### src/rtl/dsadc_pkg.sv
package dsadc_pkg;
    typedef enum logic [1:0] {
        PH_IDLE  = 2'd0,
        PH_INTEG = 2'd1,
        PH_DEINT = 2'd2,
        PH_DONE  = 2'd3
    } phase_t;
endpackage

### src/rtl/dsadc_tick_ctr.sv
module dsadc_tick_ctr #(
    parameter int W = 6
) (
    input  logic         clk,
    input  logic         rst_n,
    input  logic         clr_i,
    input  logic         en_i,
    output logic [W-1:0] cnt_o
);
    always_ff @(posedge clk or negedge rst_n) begin
        if (!rst_n) begin
            cnt_o <= '0;
        end else if (clr_i) begin
            cnt_o <= '0;
        end else if (en_i) begin
            cnt_o <= cnt_o + 1'b1;
        end
    end
endmodule

### src/rtl/dsadc_fsm.sv
module dsadc_fsm
    import dsadc_pkg::*;
#(
    parameter int INT_TICKS = 16,
    parameter int W         = 6
) (
    input  logic         clk,
    input  logic         rst_n,
    input  logic         start_i,
    input  logic         cmp_i,
    input  logic [W-1:0] cnt_i,
    output logic         ctr_clr_o,
    output logic         ctr_en_o,
    output logic         cap_o,
    output logic         cap_ovr_o,
    output logic         sel_input_o,
    output logic         sel_ref_o,
    output logic         busy_o,
    output logic         done_o
);
    localparam logic [W-1:0] INT_LAST   = W'(INT_TICKS - 1);
    localparam logic [W-1:0] DEINT_LAST = W'(2 * INT_TICKS - 1);

    phase_t ph, ph_nxt;

    always_comb begin
        ph_nxt    = ph;
        ctr_clr_o = 1'b0;
        ctr_en_o  = 1'b0;
        cap_o     = 1'b0;
        cap_ovr_o = 1'b0;
        unique case (ph)
            PH_IDLE: begin
                if (start_i) begin
                    ph_nxt    = PH_INTEG;
                    ctr_clr_o = 1'b1;
                end
            end
            PH_INTEG: begin
                if (cnt_i == INT_LAST) begin
                    ph_nxt    = PH_DEINT;
                    ctr_clr_o = 1'b1;
                end else begin
                    ctr_en_o = 1'b1;
                end
            end
            PH_DEINT: begin
                if (!cmp_i) begin
                    ph_nxt = PH_DONE;
                    cap_o  = 1'b1;
                end else if (cnt_i == DEINT_LAST) begin
                    ph_nxt    = PH_DONE;
                    cap_o     = 1'b1;
                    cap_ovr_o = 1'b1;
                end else begin
                    ctr_en_o = 1'b1;
                end
            end
            PH_DONE: begin
                ph_nxt = PH_IDLE;
            end
            default: ph_nxt = PH_IDLE;
        endcase
    end

    // state register
    always_ff @(posedge clk or negedge rst_n) begin
        if (!rst_n) ph <= PH_IDLE;
        else        ph <= ph_nxt;
    end

    // registered outputs, decoded from the next phase
    always_ff @(posedge clk or negedge rst_n) begin
        if (!rst_n) begin
            sel_input_o <= 1'b0;
            sel_ref_o   <= 1'b0;
            busy_o      <= 1'b0;
            done_o      <= 1'b0;
        end else begin
            sel_input_o <= (ph_nxt == PH_INTEG);
            sel_ref_o   <= (ph_nxt == PH_DEINT);
            busy_o      <= (ph_nxt != PH_IDLE);
            done_o      <= (ph_nxt == PH_DONE);
        end
    end


    sel_excl_chk: assert property (@(posedge clk) disable iff (!rst_n)
        $onehot0({sel_input_o, sel_ref_o}));


    done_pulse_chk: assert property (@(posedge clk) disable iff (!rst_n)
        done_o |=> !done_o);


    phase_handover_chk: assert property (@(posedge clk) disable iff (!rst_n)
        $fell(sel_input_o) |-> sel_ref_o);


    ref_end_done_chk: assert property (@(posedge clk) disable iff (!rst_n)
        $fell(sel_ref_o) |-> done_o);


    busy_start_chk: assert property (@(posedge clk) disable iff (!rst_n)
        (busy_o && start_i) |=> !$rose(sel_input_o));
endmodule

### src/rtl/dsadc_result_reg.sv
module dsadc_result_reg #(
    parameter int INT_TICKS = 16,
    parameter int W         = 6
) (
    input  logic         clk,
    input  logic         rst_n,
    input  logic         cap_i,
    input  logic         cap_ovr_i,
    input  logic [W-1:0] cnt_i,
    output logic [W-1:0] result_o,
    output logic         ovr_o
);
    localparam logic [W-1:0] SAT = W'(2 * INT_TICKS);

    always_ff @(posedge clk or negedge rst_n) begin
        if (!rst_n) begin
            result_o <= '0;
            ovr_o    <= 1'b0;
        end else if (cap_i) begin
            result_o <= cap_ovr_i ? SAT : cnt_i;
            ovr_o    <= cap_ovr_i;
        end
    end


    sat_value_chk: assert property (@(posedge clk) disable iff (!rst_n)
        ovr_o |-> (result_o == SAT));


    result_hold_chk: assert property (@(posedge clk) disable iff (!rst_n)
        !cap_i |=> ($stable(result_o) && $stable(ovr_o)));
endmodule

### src/rtl/dual_slope_seq.sv
module dual_slope_seq #(
    parameter int INT_TICKS = 16,
    localparam int RES_W    = $clog2(2 * INT_TICKS + 1)
) (
    input  logic             clk,
    input  logic             rst_n,
    input  logic             start_i,
    input  logic             cmp_i,
    output logic             sel_input_o,
    output logic             sel_ref_o,
    output logic             busy_o,
    output logic             done_o,
    output logic             ovr_o,
    output logic [RES_W-1:0] result_o
);
    logic             ctr_clr, ctr_en, cap, cap_ovr;
    logic [RES_W-1:0] cnt;

    dsadc_tick_ctr #(.W(RES_W)) u_ctr (
        .clk   (clk),
        .rst_n (rst_n),
        .clr_i (ctr_clr),
        .en_i  (ctr_en),
        .cnt_o (cnt)
    );

    dsadc_fsm #(.INT_TICKS(INT_TICKS), .W(RES_W)) u_fsm (
        .clk         (clk),
        .rst_n       (rst_n),
        .start_i     (start_i),
        .cmp_i       (cmp_i),
        .cnt_i       (cnt),
        .ctr_clr_o   (ctr_clr),
        .ctr_en_o    (ctr_en),
        .cap_o       (cap),
        .cap_ovr_o   (cap_ovr),
        .sel_input_o (sel_input_o),
        .sel_ref_o   (sel_ref_o),
        .busy_o      (busy_o),
        .done_o      (done_o)
    );

    dsadc_result_reg #(.INT_TICKS(INT_TICKS), .W(RES_W)) u_res (
        .clk       (clk),
        .rst_n     (rst_n),
        .cap_i     (cap),
        .cap_ovr_i (cap_ovr),
        .cnt_i     (cnt),
        .result_o  (result_o),
        .ovr_o     (ovr_o)
    );


    start_launch_chk: assert property (@(posedge clk) disable iff (!rst_n)
        (!busy_o && start_i) |=> sel_input_o);
endmodule

### config.mk
export PLATFORM = sky130hd
export DESIGN_NAME = dual_slope_seq
export DESIGN_NICKNAME = d
export VERILOG_FILES = /design/src/rtl/dsadc_pkg.sv /design/src/rtl/dsadc_tick_ctr.sv /design/src/rtl/dsadc_fsm.sv /design/src/rtl/dsadc_result_reg.sv /design/src/rtl/dual_slope_seq.sv
export SDC_FILE = /design/constraint.sdc
export NUM_CORES = 1
export LEC_CHECK = 0
export ABC_CLOCK_PERIOD_IN_PS = 1700
export BUFFER_PORTS_ARGS = -buffer_cell sky130_fd_sc_hd__buf_2
export CAP_MARGIN = 15
export CORE_MARGIN = 2
export CORE_UTILIZATION = 25
export DETAILED_ROUTE_END_ITERATION = 8
export HOLD_SLACK_MARGIN = 0.1
export PLACE_DENSITY = 0.47
export SLEW_MARGIN = 20
export SYNTH_ARGS = -nofsm -noshare
export SYNTH_HDL_FRONTEND = slang
export SYNTH_SLANG_ARGS = --single-unit
### constraint.sdc
create_clock -name clk -period 1.7 [get_ports clk]
set_clock_uncertainty 0.15 [all_clocks]
set_input_delay 0.34 -clock clk [delete_from_list [all_inputs] [get_ports clk]]
set_output_delay 0.34 -clock clk [all_outputs]
set_load 0.02 [all_outputs]
# Word-level counts from Yosys, hierarchy flattened
# Cells that the tools add are included.
op_classes:
  eq_ne: 8
  n_reduce_logical: 3
  add_sub_neg: 1
  order_cmp: 0
  n_div: 0
  bitwise_logic: 0
  multipliers: 0
  n_shift: 0
  n_mux: 20
op_table:
  columns: ["operator", "count"]
  rows:
  - ["$mux W6", 3]
  - ["$mux W1", 10]
  - ["$eq A2 B2 Y1 const B", 4]
  - ["$mux W2", 4]
  - ["$pmux W2 S4", 1]
  - ["$add A6 B1 Y6 const B", 1]
  - ["$eq A6 B4 Y1 const B", 1]
  - ["$eq A6 B5 Y1 const B", 1]
  - ["$eq A2 B1 Y1 const B", 2]
  - ["$pmux W1 S2", 2]
  - ["$reduce_bool A2 Y1", 2]
  - ["$logic_not A2 Y1", 1]
word_totals:
  wordCells: 40
  mem_count: 0
  output_inout_bits: 11
  mem_bits_ro: 0
  reg_bits: 19
  inputBits: 4
  latch_bits: 0
  ramBits: 0

# Logic depth before layout (Yosys ltp)
depth:
  depth_word: 6
  mapped_depth: 6
  depth_no_buf: 6

# Cells and area by module
# From an unflattened synthesis, not the netlist that was laid out.
unflattened:
  cells_unflattened: 93
  hier_area_um2: 935.9
modules_own_cells:
  columns: ["mod", "instances", "seq_area_each_um2", "cells_per_inst", "area_each_um2"]
  rows:
  - ["dsadc_fsm", 1, 150.1, 42, 371.6]
  - ["dsadc_result_reg", 1, 175.2, 27, 295.3]
  - ["dsadc_tick_ctr", 1, 150.1, 24, 269.0]

# Worst setup path after synthesis
# No wires, ideal clock.
synth_path:
  path_type: "reg-to-reg"
  startpoint: "reg u_fsm.ph[0]"
  endpoint: "reg u_ctr.cnt_o[5]"
  period_less_slack_ns: 1.789
  setup_ns: 0.078
  required_ns: 1.472
  n_path_buf: 0
  arrival_time_ns: 1.561
  stages_incl_launch_ff: 7
  slack_ns: -0.089
  cell_sequence: "dfrtp_1 -> inv_1 -> ha_1 -> o311a_4 -> o21ai_4 -> or3_1 -> a21oi_1"
synth_via:
  elab_chain_len: 3
  word_cells_on_any_way: 7
  classes_between: "2 x eq/ne; 3 x mux; 2 x reduce/logical"
synth_lines:
  columns: ["element", "line_no", "source"]
  rows:
  - ["start, declared", "dsadc_fsm.sv:24", "phase_t ph, ph_nxt;"]
  - ["start signal, assigned", "dsadc_fsm.sv:69", "else ph <= ph_nxt;"]
  - ["$eq A2 B1 Y1 (tied with other cells)", "dsadc_fsm.sv:32", "unique case (ph)"]
  - ["$pmux W1 S2", "dsadc_fsm.sv:32", null]
  - ["$mux W6 or $reduce_bool A2 Y1 (tied branches)", null, null]
  - ["end signal, assigned", "dsadc_tick_ctr.sv:16", "cnt_o <= cnt_o + 1'b1;"]
  - ["end, declared", "dsadc_tick_ctr.sv:8", "output logic [W-1:0] cnt_o"]
# Parallel ways exist; a longest one is shown, timed or not.
# A chain may end at the register's enable or synchronous reset.

# Worst setup path in the final report
layout_path:
  startpoint: "reg u_ctr.cnt_o[0]"
  endpoint: "reg u_fsm.busy_o"
layout_via:
  elab_chain_len: 5
  word_cells_on_any_way: 7
  classes_between: "2 x eq/ne; 4 x mux; 1 x reduce/logical"
layout_lines:
  columns: ["element", "line_no", "source"]
  rows:
  - ["$eq A6 B5 Y1", "dsadc_fsm.sv:51", "end else if (cnt_i == DEINT_LAST) begin"]
  - ["$mux W2", "dsadc_fsm.sv:51", null]
  - ["$mux W2", "dsadc_fsm.sv:48", "if (!cmp_i) begin"]
  - ["$pmux W2 S4 *", "dsadc_fsm.sv:32", null]
  - ["named net u_fsm.ph_nxt[0]", "dsadc_fsm.sv:24", null]
  - ["$reduce_bool A2 Y1 *", "dsadc_fsm.sv:82", "busy_o <= (ph_nxt != PH_IDLE);"]
  - ["end signal, assigned", "dsadc_fsm.sv:82", null]
  - ["end, declared", "dsadc_fsm.sv:18", "output logic busy_o,"]
# Mark *: on every way through the listed nets, which the timed path passes. The rest lies on a longest branch.

==> results.sh <==
export IMPL_path_cells="ha_4 -> nand3_4 -> o31a_4 -> a211oi_2 -> a211oi_2 -> nand2b_1"
export IMPL_relSlewSlack_pct=72.2
export IMPL_crit_type="reg2reg"
export IMPL_first_iter_violations=32
export IMPL_fin_ws_ns=-0.0413
export IMPL_vias=710
export IMPL_antenna_found_initial=0
export IMPL_grt_overflow=0
export IMPL_path_buf_inv=0
export IMPL_fin_crit_sh_pct=102
export IMPL_vdd_drop_max_mv=0.238
export IMPL_p_per_area_nw_per_um2=589
export IMPL_worst_slew_pin_transition_ns=0.417
export IMPL_crit_fanout=5
export IMPL_fp_dieW_um=65.3
export IMPL_status="complete, but fails checks"
export IMPL_multi_input_area_um2=504
export IMPL_antenna_left=0
export IMPL_regArea_um2=478
export IMPL_hold_violations=0
export IMPL_synth_top_area_share_pct=50.7
export IMPL_layout_cells_non_filler=161
export IMPL_final_max_slew_viol_count=0
export IMPL_syn_to_final_growth_pct=39.6
export IMPL_clock_fmax_mhz=574
export IMPL_grt_use_total_pct=9.52
export IMPL_slowest_stage="dfrtp_1"
export IMPL_avgSynthCellArea_um2=11.9
export IMPL_setup_viol=7
export IMPL_final_common_cell="dfrtp_1"
export IMPL_row_count=22
export IMPL_yosysUniqueCellTypes=30
export IMPL_grt_max_degree=20
export IMPL_synthArstFlopShare_pct=100
export IMPL_ios=15
export IMPL_ys_ff_latch=19
export IMPL_synth_area_top_cells="dfrtp_1, ha_1, a22o_1"
export IMPL_clk_path_buf_depth=2
export IMPL_ys_seq_area_share_pct=50.7
export IMPL_dieArea_um2=4260
export IMPL_final_cell_mix="dfrtp_1, buf_4, buf_2"
export IMPL_crit_family="compound AO/OA/AOI/OAI gates"
export IMPL_synth_warnings=0
export IMPL_core_um2=3630
export IMPL_cp_common_cell="a211oi_2"
export IMPL_grt_pass1_wl_mm=3.03
export IMPL_endpoint_kind="register"
export IMPL_dp_cells=152
export IMPL_min_period_ns=1.74
export IMPL_antenna_cells=0
export IMPL_r2r_slack_ns=-0.04
export IMPL_clk_latency_ns=0.25
export IMPL_hpwl_mm=1.39
export IMPL_power_leakage_nw=0.591
export IMPL_nNetsFinal=123
export IMPL_cts_root_buf="clkbuf_8"
export IMPL_syn_area_um2=938
export IMPL_drive_gt1_share_pct=46.0
export IMPL_nFillCells=371
export IMPL_path_clk_slew_ns=0.07
export IMPL_vias_per_cell=4.41
export IMPL_hold_ws_ns=0.341
export IMPL_synth_largest_area_cell="dfrtp_1"
export IMPL_violations="negative setup slack"
export IMPL_maxCapViolations=0
export IMPL_synth_flop_cell="dfrtp_1"
export IMPL_grt_pass1_vias=686
export IMPL_numCtsBuffers=3
export IMPL_portBuffers=14
export IMPL_rsz0062_at_grt="true"
export IMPL_start_kind="register"
export IMPL_cpPeakStageDelay_ns=0.40
export IMPL_drc=0
export IMPL_cts_tree="done"
export IMPL_drtPass1Iterations=4
export IMPL_cts_sinks=19
export IMPL_total_power_mw=0.772
export IMPL_cp_data_required_time_ns=1.68
export IMPL_syn_inst=79
export IMPL_wl_per_cell_um=11.9
export IMPL_syn_num_nets=88
export IMPL_arrival_ns=1.73
export IMPL_die_y_um=65.3
export IMPL_gp_congestion=0.715
export IMPL_start_util_pct=25.8
export IMPL_htree_levels=1
export IMPL_synth_edff_count=0
export IMPL_worstHoldPathType="reg2reg"
export IMPL_wirelength_mm=1.92
[final timing paths]
path	start	end	depth (start not counted)
worst min register to register	u_res.result_o[3]$_DFFE_PN0P_	u_res.result_o[3]$_DFFE_PN0P_	1
max in group asynchronous	rst_n	u_fsm.ph[0]$_DFF_PN0_	2
min in group asynchronous	rst_n	u_res.result_o[3]$_DFFE_PN0P_	2
worst max register to register	u_ctr.cnt_o[0]$_DFFE_PN0P_	u_fsm.busy_o$_DFF_PN0_	6
worst max-delay path	u_ctr.cnt_o[0]$_DFFE_PN0P_	u_fsm.busy_o$_DFF_PN0_	6
worst min-delay path	u_res.result_o[3]$_DFFE_PN0P_	u_res.result_o[3]$_DFFE_PN0P_	1
[synthesized netlist by cell type (all sizes together) (2+ instances only)]
library cell,instances
a21oi,2
nand2b,2
a22o,6
inv,6
nor2,8
nor2b,2
and2,2
dfrtp,19
a211oi,2
ha,5
nor3,2
o21ai,4
xor2,3
o211ai,2
[per-layer routing]
| layer | part of all wire [%] | routed length, µm | GRT usage [%] |
|---|---|---|---|
| met5 | 0 | 0 | 0 |
| met4 | 1.4 | 27 | 6.25 |
| met3 | 2.5 | 49 | 1.54 |
| met2 | 50 | 960 | 15.2 |
| met1 | 46 | 884 | 11.8 |
[stage by stage]
stage	area, µm²	setup TNS, ns	util [%]	setup slack (ns)
finish	1310	-0.187	36.1	-0.0413
global route	1310	-0.859	36.1	-0.116
CTS	1230	-0.368	34.0	-0.0670
detailed placement	1160	-0.480	31.9	-0.0727
global placement	1160	-0.200	31.9	-0.0436
floorplan	943	-0.326	-	-0.0700
[power breakdown]
| part | switching [mW] | total (mW) | internal, mW |
|---|---|---|---|
| sequential | 0 | 0.452 | 0.452 |
| combinational | 0.0115 | 0.0167 | 0.00524 |
| clock | 0.137 | 0.303 | 0.166 |
[layout make-up]
type / count / area share [%]
sequential: 19 / 36.5
timing repair buffer: 31 / 15.3
tap: 48 / 4.58
inverter: 6 / 1.72
multi-input combinational: 53 / 38.5
clock buffer: 4 / 3.44
[state kept, by name, summed over array words and instances (netlist names)]
| signal | cells |
|---|---|
| u_ctr.cnt_o | 6 |
| u_fsm.busy_o | 1 |
| u_fsm.done_o | 1 |
| u_fsm.ph | 2 |
| u_fsm.sel_input_o | 1 |
| u_fsm.sel_ref_o | 1 |
| u_res.ovr_o | 1 |
| u_res.result_o | 6 |
[what timing repair did]
action                                  4_1_cts  5_1_grt
endpoints found under the setup margin       14       18
pin swaps                                     3        7
hold endpoints to repair                     19        0
gates resized for setup                       5       10
hold buffers                                  1        0
buffers inserted                              0        4
[kinds of logic after synthesis]
group | share of synthesized area, %
buffers and inverters | 2.80
adders and majority gates | 6.67
xor gates and xnor gates | 3.73
DFF | 50.7
and+or+nand+nor | 12.1
AOI/OAI and AO/OA | 22.9
muxes | 1.07
[worst reg2reg max path: cells and delay by family, from the launching register on]
kind	cells	cell delay, ns
AOI/OAI and AO/OA	3	0.65
and+or+nand+nor	2	0.26
adders and majority gates	1	0.17
DFF	1	0.40
(Power assumes the default switching activity.)
